File: src/rtl/irq_pkg.sv
package irq_pkg;
  localparam int REG_AW    = 3;
  localparam int LVL_FLD_W = 4;

  localparam logic [REG_AW-1:0] RA_FLAG     = 3'd0;
  localparam logic [REG_AW-1:0] RA_ENABLE   = 3'd1;
  localparam logic [REG_AW-1:0] RA_MODE     = 3'd2;
  localparam logic [REG_AW-1:0] RA_LVL_BASE = 3'd4;
endpackage

File: src/rtl/irq_cfg_regs.sv
module irq_cfg_regs
  import irq_pkg::*;
#(
  parameter int NUM_SRC = 16,
  parameter int NUM_EXT = 8,
  parameter int LVL_W   = 3
) (
  input  logic                     clk,
  input  logic                     rst,
  input  logic                     wr_en,
  input  logic [REG_AW-1:0]        addr,
  input  logic [NUM_SRC-1:0]       wr_data,
  input  logic [NUM_SRC-1:0]       flags,
  output logic [NUM_SRC-1:0]       rd_data,
  output logic [NUM_SRC-1:0]       flag_clr,
  output logic [NUM_SRC-1:0]       en_q,
  output logic [NUM_SRC-1:0]       mode_q,
  output logic [NUM_SRC*LVL_W-1:0] lvl_flat
);
  localparam int PER_WORD  = NUM_SRC / LVL_FLD_W;
  localparam int LVL_WORDS = NUM_SRC / PER_WORD;
  localparam logic [NUM_SRC-1:0] EXT_MASK =
    {{(NUM_SRC-NUM_EXT){1'b0}}, {NUM_EXT{1'b1}}};

  logic [LVL_W-1:0]  lvl_q [NUM_SRC];
  logic              is_lvl;
  logic [REG_AW-1:0] lvl_word;
  logic [NUM_SRC-1:0] lvl_rd;

  assign is_lvl   = (addr >= RA_LVL_BASE) &&
                    (int'(addr - RA_LVL_BASE) < LVL_WORDS);
  assign lvl_word = addr - RA_LVL_BASE;
  assign flag_clr = (wr_en && addr == RA_FLAG) ? wr_data : '0;

  always_ff @(posedge clk) begin
    if (rst) begin
      en_q   <= '0;
      mode_q <= '0;
      for (int i = 0; i < NUM_SRC; i++) lvl_q[i] <= '0;
    end else if (wr_en) begin
      if (addr == RA_ENABLE) en_q <= wr_data;
      if (addr == RA_MODE)   mode_q <= wr_data & EXT_MASK;
      if (is_lvl) begin
        for (int k = 0; k < PER_WORD; k++)
          lvl_q[int'(lvl_word) * PER_WORD + k] <= wr_data[k*LVL_FLD_W +: LVL_W];
      end
    end
  end

  always_comb begin
    lvl_rd = '0;
    if (is_lvl) begin
      for (int k = 0; k < PER_WORD; k++)
        lvl_rd[k*LVL_FLD_W +: LVL_W] = lvl_q[int'(lvl_word) * PER_WORD + k];
    end
  end

  always_ff @(posedge clk) begin
    if (rst)                    rd_data <= '0;
    else if (addr == RA_FLAG)   rd_data <= flags;
    else if (addr == RA_ENABLE) rd_data <= en_q;
    else if (addr == RA_MODE)   rd_data <= mode_q;
    else                        rd_data <= lvl_rd;
  end

  for (genvar g = 0; g < NUM_SRC; g++) begin : g_pack
    assign lvl_flat[g*LVL_W +: LVL_W] = lvl_q[g];
  end
endmodule

File: src/rtl/irq_flag_bank.sv
module irq_flag_bank #(
  parameter int NUM_SRC = 16,
  parameter int NUM_EXT = 8
) (
  input  logic               clk,
  input  logic               rst,
  input  logic [NUM_SRC-1:0] src_in,
  input  logic [NUM_SRC-1:0] mode,
  input  logic [NUM_SRC-1:0] clr,
  output logic [NUM_SRC-1:0] flag_q
);
  logic [NUM_SRC-1:0] src_q;
  logic [NUM_SRC-1:0] rise;

  assign rise = src_in & ~src_q;

  always_ff @(posedge clk) begin
    if (rst) src_q <= '0;
    else     src_q <= src_in;
  end

  for (genvar g = 0; g < NUM_SRC; g++) begin : g_flag
    if (g < NUM_EXT) begin : g_ext
      always_ff @(posedge clk) begin
        if (rst)          flag_q[g] <= 1'b0;
        else if (mode[g]) flag_q[g] <= src_in[g];
        else              flag_q[g] <= rise[g] | (flag_q[g] & ~clr[g]);
      end
    end else begin : g_int
      always_ff @(posedge clk) begin
        if (rst) flag_q[g] <= 1'b0;
        else     flag_q[g] <= rise[g] | (flag_q[g] & ~clr[g]);
      end
      logic unused_mode;
      assign unused_mode = mode[g];
    end
  end
endmodule

File: src/rtl/irq_arbiter.sv
module irq_arbiter #(
  parameter int NUM_SRC = 16,
  parameter int LVL_W   = 3,
  localparam int IDX_W  = $clog2(NUM_SRC)
) (
  input  logic [NUM_SRC-1:0]       cand,
  input  logic [NUM_SRC*LVL_W-1:0] lvl_flat,
  output logic                     found,
  output logic [IDX_W-1:0]         win_idx,
  output logic [LVL_W-1:0]         win_lvl
);
  always_comb begin
    found   = 1'b0;
    win_idx = '0;
    win_lvl = '0;
    for (int i = NUM_SRC - 1; i >= 0; i--) begin
      if (cand[i] && (!found || lvl_flat[i*LVL_W +: LVL_W] >= win_lvl)) begin
        found   = 1'b1;
        win_idx = IDX_W'(i);
        win_lvl = lvl_flat[i*LVL_W +: LVL_W];
      end
    end
  end
endmodule

File: src/rtl/prio_irq_ctrl.sv
module prio_irq_ctrl
  import irq_pkg::*;
#(
  parameter int NUM_SRC = 16,
  parameter int NUM_EXT = 8,
  parameter int LVL_W   = 3,
  localparam int IDX_W  = $clog2(NUM_SRC)
) (
  input  logic               clk,
  input  logic               rst,
  input  logic               reg_wr,
  input  logic [REG_AW-1:0]  reg_addr,
  input  logic [NUM_SRC-1:0] reg_wdata,
  output logic [NUM_SRC-1:0] reg_rdata,
  input  logic [NUM_SRC-1:0] src_in,
  input  logic               core_ie,
  input  logic [LVL_W-1:0]   core_il,
  output logic               irq_req,
  output logic [IDX_W-1:0]   irq_vec,
  output logic [LVL_W-1:0]   irq_lvl
);
  logic [NUM_SRC-1:0]       flag_q;
  logic [NUM_SRC-1:0]       flag_clr;
  logic [NUM_SRC-1:0]       en_q;
  logic [NUM_SRC-1:0]       mode_q;
  logic [NUM_SRC*LVL_W-1:0] lvl_flat;
  logic                     found;
  logic [IDX_W-1:0]         win_idx;
  logic [LVL_W-1:0]         win_lvl;
  logic                     fire;

  irq_cfg_regs #(.NUM_SRC(NUM_SRC), .NUM_EXT(NUM_EXT), .LVL_W(LVL_W)) u_regs (
    .clk(clk), .rst(rst), .wr_en(reg_wr), .addr(reg_addr), .wr_data(reg_wdata),
    .flags(flag_q), .rd_data(reg_rdata), .flag_clr(flag_clr),
    .en_q(en_q), .mode_q(mode_q), .lvl_flat(lvl_flat)
  );

  irq_flag_bank #(.NUM_SRC(NUM_SRC), .NUM_EXT(NUM_EXT)) u_flags (
    .clk(clk), .rst(rst), .src_in(src_in), .mode(mode_q),
    .clr(flag_clr), .flag_q(flag_q)
  );

  irq_arbiter #(.NUM_SRC(NUM_SRC), .LVL_W(LVL_W)) u_arb (
    .cand(flag_q & en_q), .lvl_flat(lvl_flat),
    .found(found), .win_idx(win_idx), .win_lvl(win_lvl)
  );

  assign fire = found && core_ie && (win_lvl > core_il);

  always_ff @(posedge clk) begin
    if (rst) begin
      irq_req <= 1'b0;
      irq_vec <= '0;
      irq_lvl <= '0;
    end else begin
      irq_req <= fire;
      irq_vec <= fire ? win_idx : '0;
      irq_lvl <= fire ? win_lvl : '0;
    end
  end
endmodule

File: config.mk
export PLATFORM = sky130hd
export DESIGN_NAME = prio_irq_ctrl
export DESIGN_NICKNAME = d
export VERILOG_FILES = /design/src/rtl/irq_pkg.sv /design/src/rtl/irq_cfg_regs.sv /design/src/rtl/irq_flag_bank.sv /design/src/rtl/irq_arbiter.sv /design/src/rtl/prio_irq_ctrl.sv
export SDC_FILE = /design/constraint.sdc
export NUM_CORES = 1
export LEC_CHECK = 0
export CAP_MARGIN = 20
export CORE_AREA = 2 2 122 124
export CTS_BUF_LIST = sky130_fd_sc_hd__clkbuf_8
export CTS_CLUSTER_SIZE = 14
export DETAILED_ROUTE_END_ITERATION = 10
export DIE_AREA = 0 0 124 126
export HOLD_SLACK_MARGIN = 0.08
export PLACE_DENSITY = 0.75
export SLEW_MARGIN = 25
export SYNTH_ARGS = -nofsm -noshare
export SYNTH_HDL_FRONTEND = slang
export SYNTH_SLANG_ARGS = --single-unit
File: constraint.sdc
create_clock -name clk -period 56.9 [get_ports clk]
set_input_delay 11.38 -clock clk [delete_from_list [all_inputs] [get_ports clk]]
set_output_delay 11.38 -clock clk [all_outputs]
set_load 0.01 [all_outputs]
==> summary.txt, run 1 <==
Yosys
  – Async SR Flop Fraction: 0%
  – Syn nets: 917
  – Synthesized area per cell: 9.17 sq um
  – Flops & latches, synth: 128
  – Yosys warns: 0
  – Synth top area share: 20.9%
  – Cell taking the most area after synthesis: dfxtp_1
  – Post-Syn Instances: 836
  – Mapped Area: 7670 sq um
  – Most common cell in the netlist: nand2_1
  – Post-synthesis sequential area ratio: 39.7%
  – Ys flop type: dfxtp_1
  – Top cells by count, synth: nand2_1 (94), dfxtp_1 (80), nor2_1 (78)
  – Number of enable flip-flop cells after synthesis: 48
  – Number of distinct library cells after synthesis: 88
  – Top cells by area, synth: dfxtp_1 (21%), edfxtp_1 (19%), ha_1 (6.4%)

Clock network
  – # hold bufs at CTS: 0
  – CTS tree: done
  – Clk slew on worst S/H paths: 0.08 ns
  – Post-CTS Setup Repair Bufs: 0
  – Root buffer cell: clkbuf_8
  – Clock Sink Count: 128
  – Cts repair resizes: 0
  – Clock latency on the worst-skew pair: 0.45 ns
  – CTS max path bufs: 2
  – H-Tree Depth: 4
  – Num CTS Buffers: 17

Global routing
  – Via count of the first global-routing pass: 6249
  – First-pass GRT wire length: 33.3 mm
  – GR Overflow Total: 0
  – Largest net degree at the start of global routing: 77
  – Tot GR Track Use: 28.2%
  – Initial antenna violation count: 2

Setup path
  – Most used cell, CP: ha_1
  – CP max-delay cell: a2111oi_0
  – Worst EP required: 57.25 ns
  – Setup CP Type: register to register
  – Crit-path max FO: 10
  – Critical Path End Type: register
  – Reg2reg path depth: 98
  – CP Data Arrival Time: 23.95 ns
  – CP max stage delay: 0.69 ns
  – Startpoint types: register

Die
  – Die height: 126 microns
  – Rows: 44
  – Die area: 15600 sq um
  – Area of the core: 14300 sq um
  – Die width: 124 microns
  – I/O pins: 66
  – Initial Utilization: 53.6%

Layout
  – N_diodes: 0
  – Net count reported at finish: 977
  – Area grow syn2layout: 16.6%
  – Share of cells above drive strength 1: 11.6%

Status
  – Status: complete, no violations

Worst hold path
  – WHS Path Cells: 2
  – Hold/Removal Path Class: register to register

Placed design
  – I/O Buffers: 65
  – HPWL after DPL: 15.8 mm
  – Routability cong.: 0.982

Timing
  – RSZ-0062 raised after global routing: no
  – Fin. Hold Viols: 0
  – Clock Skews: 0.00952 ns
  – Post-layout min period: 23.59 ns
  – Number of setup violations in the final report: 0
  – Fmax: 42.4 MHz
  – Fin Hold WS: 0.473 ns
  – Final cycle utilization of the critical path: 41.5%
  – Worst slew margin: 38.6%
  – Final setup TNS: 0 ns
  – Worst-Margin Slew: 0.921 ns
  – Slew Viols, Final: 0

Route
  – Remaining DRCs: 0
  – DR WL/cell: 19.2 microns
  – 1st-iter DRT viols: 587
  – Final wirelength: 21.0 mm
  – Antenna Nets Post-Route: 0
  – Drt via density: 6.07
  – Vias post-DR: 6631
  – Pre-antenna DRT Iters: 5

Flow run
  – Max cap viols: 0

Power and ir drop
  – Max VDD drop: 31.1 uV
  – Pleak: 3.44 nW
  – Power per cell area: 25.0 nW/um^2
-- registers in the layout (all words and copies together) (netlist names) --
| name | cells |
|---|---|
| irq_lvl | 3 |
| u_regs.en_q | 16 |
| u_regs.mode_q | 8 |
| u_regs.lvl_q | 48 |
| u_flags.flag_q | 16 |
| irq_req | 1 |
| irq_vec | 4 |
| u_regs.rd_data | 16 |
| u_flags.src_q | 16 |
-- where the power goes --
part	switching (mW)	leakage [nW]	internal, mW
clock network	0.0395	0.230	0.0498
logic	0.0153	2.09	0.0134
registers	0.00566	1.12	0.0998
total	0.0605	3.44	0.163
-- critical path, delay by kind of cell (launching register included) --
kind,cells,cell delay (ns)
flops,1,0.49
simple gates,36,6.99
mux,5,1.77
compound gates,38,9.68
buf+inv,3,0.23
fa+ha+maj,16,4.35
-- metrics by stage --
| stage | worst slack, ns | power, mW | util, % | instances | cell area [sq um] |
|---|---|---|---|---|---|
| 6_report | 33.31 | 0.223 | 62.5 | 1093 | 8940 |
| 5_1_grt | 31.42 | 0.231 | 62.5 | 1093 | 8940 |
| 4_1_cts | 33.43 | 0.224 | 62.4 | 1092 | 8940 |
| 3_5_place_dp | 33.54 | 0.136 | 59.3 | 1060 | 8490 |
| 3_3_place_gp | 34.18 | 0.135 | 59.2 | 1060 | 8480 |
| 2_1_floorplan | 35.32 | 0.123 | - | 836 | 7670 |
-- routing by layer --
layer	up-vias	global-route usage [%]	share of wire, %
met5	-	0	0
met4	0	11.6	3.8
met3	59	6.97	8.1
met2	306	43.6	46
met1	3104	37.7	42
li1	3162	-	-
-- logic make-up (layout without fill, tap and decap cells) --
kind of cell             Yosys count  count (layout)  synth area share [%]
AO/OA/AOI/OAI                    191             191                  18.4
flip-flops                       128             128                  39.7
AND/OR/NAND/NOR                  362             362                  23.9
adder cells (fa/ha/maj)           40              40                  6.49
buffers and inverters             68             141                  3.47
multiplexers                      47              47                  8.04
-- placed cells by master (no fill, tap or decap), types with 4 or more instances in the layout --
cell / n
o31ai_1: 10
clkdlybuf4s50_1: 63
edfxtp_1: 48
nor2b_1: 29
a21o_1: 8
o21ai_0: 20
o21a_1: 6
bufinv_16: 4
clkinv_4: 4
mux4_2: 10
buf_4: 9
and3_1: 9
mux2_2: 10
nor2_1: 78
dfxtp_1: 80
mux2i_1: 25
nand3_1: 18
ha_1: 39
nand2b_1: 24
and2_1: 56
a22oi_1: 8
clkbuf_8: 18
a21oi_1: 56
nor3_1: 19
inv_1: 34
a211oi_1: 10
nand2_1: 94
a32o_1: 8
or2_2: 9
a31oi_1: 8
-- path summary, 6_finish.rpt --
| kind | to | slack, ns | from |
|---|---|---|---|
| hold reg to reg | u_regs.en_q[8]$_SDFFE_PP0P_ | 0.47 | u_regs.en_q[8]$_SDFFE_PP0P_ |
| hold / removal | u_regs.en_q[8]$_SDFFE_PP0P_ | 0.47 | u_regs.en_q[8]$_SDFFE_PP0P_ |
| setup / recovery | irq_vec[3]$_SDFF_PP0_ | 33.31 | u_flags.flag_q[15]$_SDFF_PP0_ |
| setup reg to reg | irq_vec[3]$_SDFF_PP0_ | 33.31 | u_flags.flag_q[15]$_SDFF_PP0_ |
-- cell type report --
type                       instances  area (sq um)
sequential                       128          3040
fill                            1210          5370
clock buffer                      18           248
inverter                          34           128
tap                              184           230
multi-input combinational        640          4380
clock inverter                    14           204
timing repair buffer              75           713
Note: power is estimated with default switching activity, not from simulation.
==> run 2: changes to the inputs <==
- PLACE_DENSITY: 0.75 -> 0.78
- clock period: 56.9 -> 21.3 ns (I/O delays scaled with it)
==> run 2 against run 1 <==
Compared with the run above:
- die area stayed put
- clock-buffer cell count is 2 higher
- first-iteration DRC count is 38% higher
- non-clock buffer count is 61 higher
- utilization is 6.9 points higher
- design area is 11% higher
- register-to-register slack worse by 33 ns
- global-route usage is 0.27 points higher
- routed wire length is 11% higher
- critical path depth is 4 higher
- clock skew is 0.0013 ns lower
- combinational power grew to 3.4 times the previous value
- critical endpoint is now irq_lvl[2]$_SDFF_PP0_
==> summary.txt, run 2 (same netlist as run 1, synthesis figures left out) <==
Layout
  – Area grow syn2layout: 29.4%
  – Commonest non-fill, non-tap cell in the layout: nand2_1
  – Most flops, register: u_regs.lvl_q
  – Largest register FFs: 48 (unchanged)
  – Final Non-Filler Cells: 1154 (+5.6%)
  – Share of cells above drive strength 1: 24.4% (+13 points)
  – N_diodes: 0 (unchanged)
  – Net count reported at finish: 1038 (+6.2%)
  – Final core occ: 69.3% (+6.9 points)
  – Most frequent cells in the layout: nand2_1 (89), dfxtp_1 (79), nor2_1 (76)

Power and ir drop
  – Sequential power share: 49.7% (+2.5 points)
  – Switch Pwr: 165 uW (+170%)
  – Pwr Total: 569 uW (+150%)
  – Pleak: 3.82 nW (+11%)
  – Combinational share of power: 17.1% (+4.2 points)
  – Clk pwr share: 33.2% (-6.8 points)
  – Power per cell area: 57.3 nW/um^2 (+130%)
  – Pint: 405 uW (+150%)
  – Net Sw Frac: 28.9% (+1.9 points)
  – Max VDD drop: 58.7 uV (+89%)

Global routing
  – GR Overflow Total: 0 (unchanged)
  – Via count of the first global-routing pass: 6460 (+3.4%)
  – Initial antenna violation count: 0 (-2)
  – Tot GR Track Use: 28.5% (+0.27 points)
  – First-pass GRT wire length: 33.8 mm (+1.3%)
  – Largest net degree at the start of global routing: 82 (+6.5%)

Setup path
  – Reg2reg path depth: 102 (+4.1%)
  – RR Endpoint: irq_lvl[2]$_SDFF_PP0_
  – Buf/Inv on CP: 8 (+5)
  – CP Data Arrival Time: 21.61 ns (-2.34 ns)
  – Critical path depth: 102 (+4.1%)
  – Critical Path End Type: register
  – Worst Setup EP: irq_lvl[2]$_SDFF_PP0_
  – CP max-delay cell: or4_4
  – Worst EP required: 21.68 ns (-35.57 ns)
  – Reg-to-reg startpoint: u_regs.lvl_q[15][0]$_SDFFCE_PN0P_
  – Most used cell, CP: ha_1
  – Crit-path max FO: 7 (-3)
  – CP max stage delay: 0.52 ns (-0.17 ns)
  – Critical Path Source: u_regs.lvl_q[15][0]$_SDFFCE_PN0P_
  – Worst path top cell family by delay: compound AO/OA/AOI/OAI gates
  – Reg2reg setup slack: 0.07 ns (-33.24 ns)
  – Startpoint types: register
  – Setup CP Type: register to register

Die
  – Die area: 15600 sq um (unchanged)
  – I/O pins: 66 (unchanged)
  – Die width: 124 microns (unchanged)
  – Initial Utilization: 53.6% (unchanged)
  – Die height: 126 microns (unchanged)
  – Rows: 44 (unchanged)
  – Area of the core: 14300 sq um (unchanged)

Timing
  – Post-layout min period: 21.23 ns (-2.36 ns)
  – Final setup TNS: 0 ns (unchanged)
  – Fin. Hold Viols: 0 (unchanged)
  – Slew Viols, Final: 0 (unchanged)
  – Number of setup violations in the final report: 0 (unchanged)
  – Worst-Margin Slew: 0.977 ns (+0.0559 ns)
  – Worst slew margin: 34.8% (-3.7 points)
  – Final cycle utilization of the critical path: 99.7% (+58 points)
  – Fmax: 47.1 MHz (+11%)
  – Clock Skews: 0.00827 ns (-0.00125 ns)

Clock network
  – Clock Sink Count: 128 (unchanged)
  – Clk slew on worst S/H paths: 0.07 ns (about the same)
  – Root buffer cell: clkbuf_8
  – CTS max path bufs: 2 (unchanged)
  – CTS tree: done
  – Num CTS Buffers: 17 (unchanged)
  – H-Tree Depth: 4 (unchanged)
  – Clock latency on the worst-skew pair: 0.45 ns (about the same)

Route
  – Antenna Nets Post-Route: 0 (unchanged)
  – Final wirelength: 23.4 mm (+11%)
  – 1st-iter DRT viols: 810 (+38%)
  – Pre-antenna DRT Iters: 5 (unchanged)
  – Vias post-DR: 7087 (+6.9%)
  – Remaining DRCs: 0 (unchanged)
  – DR WL/cell: 20.3 microns (+5.5%)
  – Drt via density: 6.14 (+1.2%)

Placed design
  – Routability cong.: 0.945 (-3.7%)
  – HPWL after DPL: 15.6 mm (-1.8%)
  – Cell count after placement: 1092 (+3.0%)
  – I/O Buffers: 65 (unchanged)

Status
  – Status: complete, no violations

Flow run
  – Max cap viols: 0 (unchanged)

Worst hold path
  – Hold/Removal Path Class: register to register
run 2: metrics by stage:
step | hold WS, ns | cell area (sq um) | setup slack [ns]
finish | 0.473 | 9920 | 0.0677
global route | 0.513 | 9920 | -0.694
CTS | 0.474 | 9280 | 0.00229
detailed placement | 0.467 | 8730 | -0.742
global placement | 0.454 | 8730 | -0.377
floorplan | 0.442 | 7680 | 0.0454
run 2: final cells by class:
type / count / area (sq um)
inverters: 34 / 128
clock inverters: 12 / 83.8
multi-input cells: 640 / 4980
well taps: 184 / 230
flip-flops and latches: 128 / 3040
repair buffers: 136 / 1180
clock buffers: 20 / 275
fillers: 1047 / 4390
run 2: per-layer routing:
metal	share of wire [%]	GRT usage [%]	vias to the layer above
li1	-	-	3272
met1	40	38.8	3356
met4	4.7	13.8	0
met2	46	42.2	366
met5	0	0	-
met3	8.8	7.20	93
run 2: worst min-delay path by stage:
stage                                start                     endpoint  slack [ns]  depth (start not counted)
5_1_grt        u_regs.en_q[8]$_SDFFE_PP0P_  u_regs.en_q[8]$_SDFFE_PP0P_        0.51                          2
3_3_place_gp   u_regs.en_q[8]$_SDFFE_PP0P_  u_regs.en_q[8]$_SDFFE_PP0P_        0.45                          2
4_1_cts        u_regs.en_q[8]$_SDFFE_PP0P_  u_regs.en_q[8]$_SDFFE_PP0P_        0.47                          2
2_1_floorplan  u_regs.en_q[8]$_SDFFE_PP0P_  u_regs.en_q[8]$_SDFFE_PP0P_        0.44                          2
3_5_place_dp   u_regs.en_q[8]$_SDFFE_PP0P_  u_regs.en_q[8]$_SDFFE_PP0P_        0.47                          2
6_report       u_regs.en_q[8]$_SDFFE_PP0P_  u_regs.en_q[8]$_SDFFE_PP0P_        0.47                          2
run 2: repair_timing:
action	in CTS	in global routing
gates cloned	0	0
hold buffers	0	0
endpoints found under the hold margin	0	0
setup endpoints to repair	8	8
resized for setup	24	87
buffers inserted	8	21
pin swaps	8	51
run 2: power by group through the flow:
| stage | sequential [mW] | clock (mW) | combinational (mW) |
|---|---|---|---|
| 5_1_grt | 0.283 | 0.203 | 0.105 |
| 2_1_floorplan | 0.280 | 0 | 0.0496 |
| 4_1_cts | 0.280 | 0.192 | 0.0817 |
| 6_report | 0.283 | 0.189 | 0.0973 |
| 3_3_place_gp | 0.285 | 0 | 0.0767 |
| 3_5_place_dp | 0.286 | 0 | 0.0780 |
run 2: tightest hold or removal path, delay by kind of cell, from the launching register on:
family / cells / cell delay, ns
flip-flops: 1 / 0.32
AND/OR/NAND/NOR: 1 / 0.06
AO/OA/AOI/OAI: 1 / 0.05
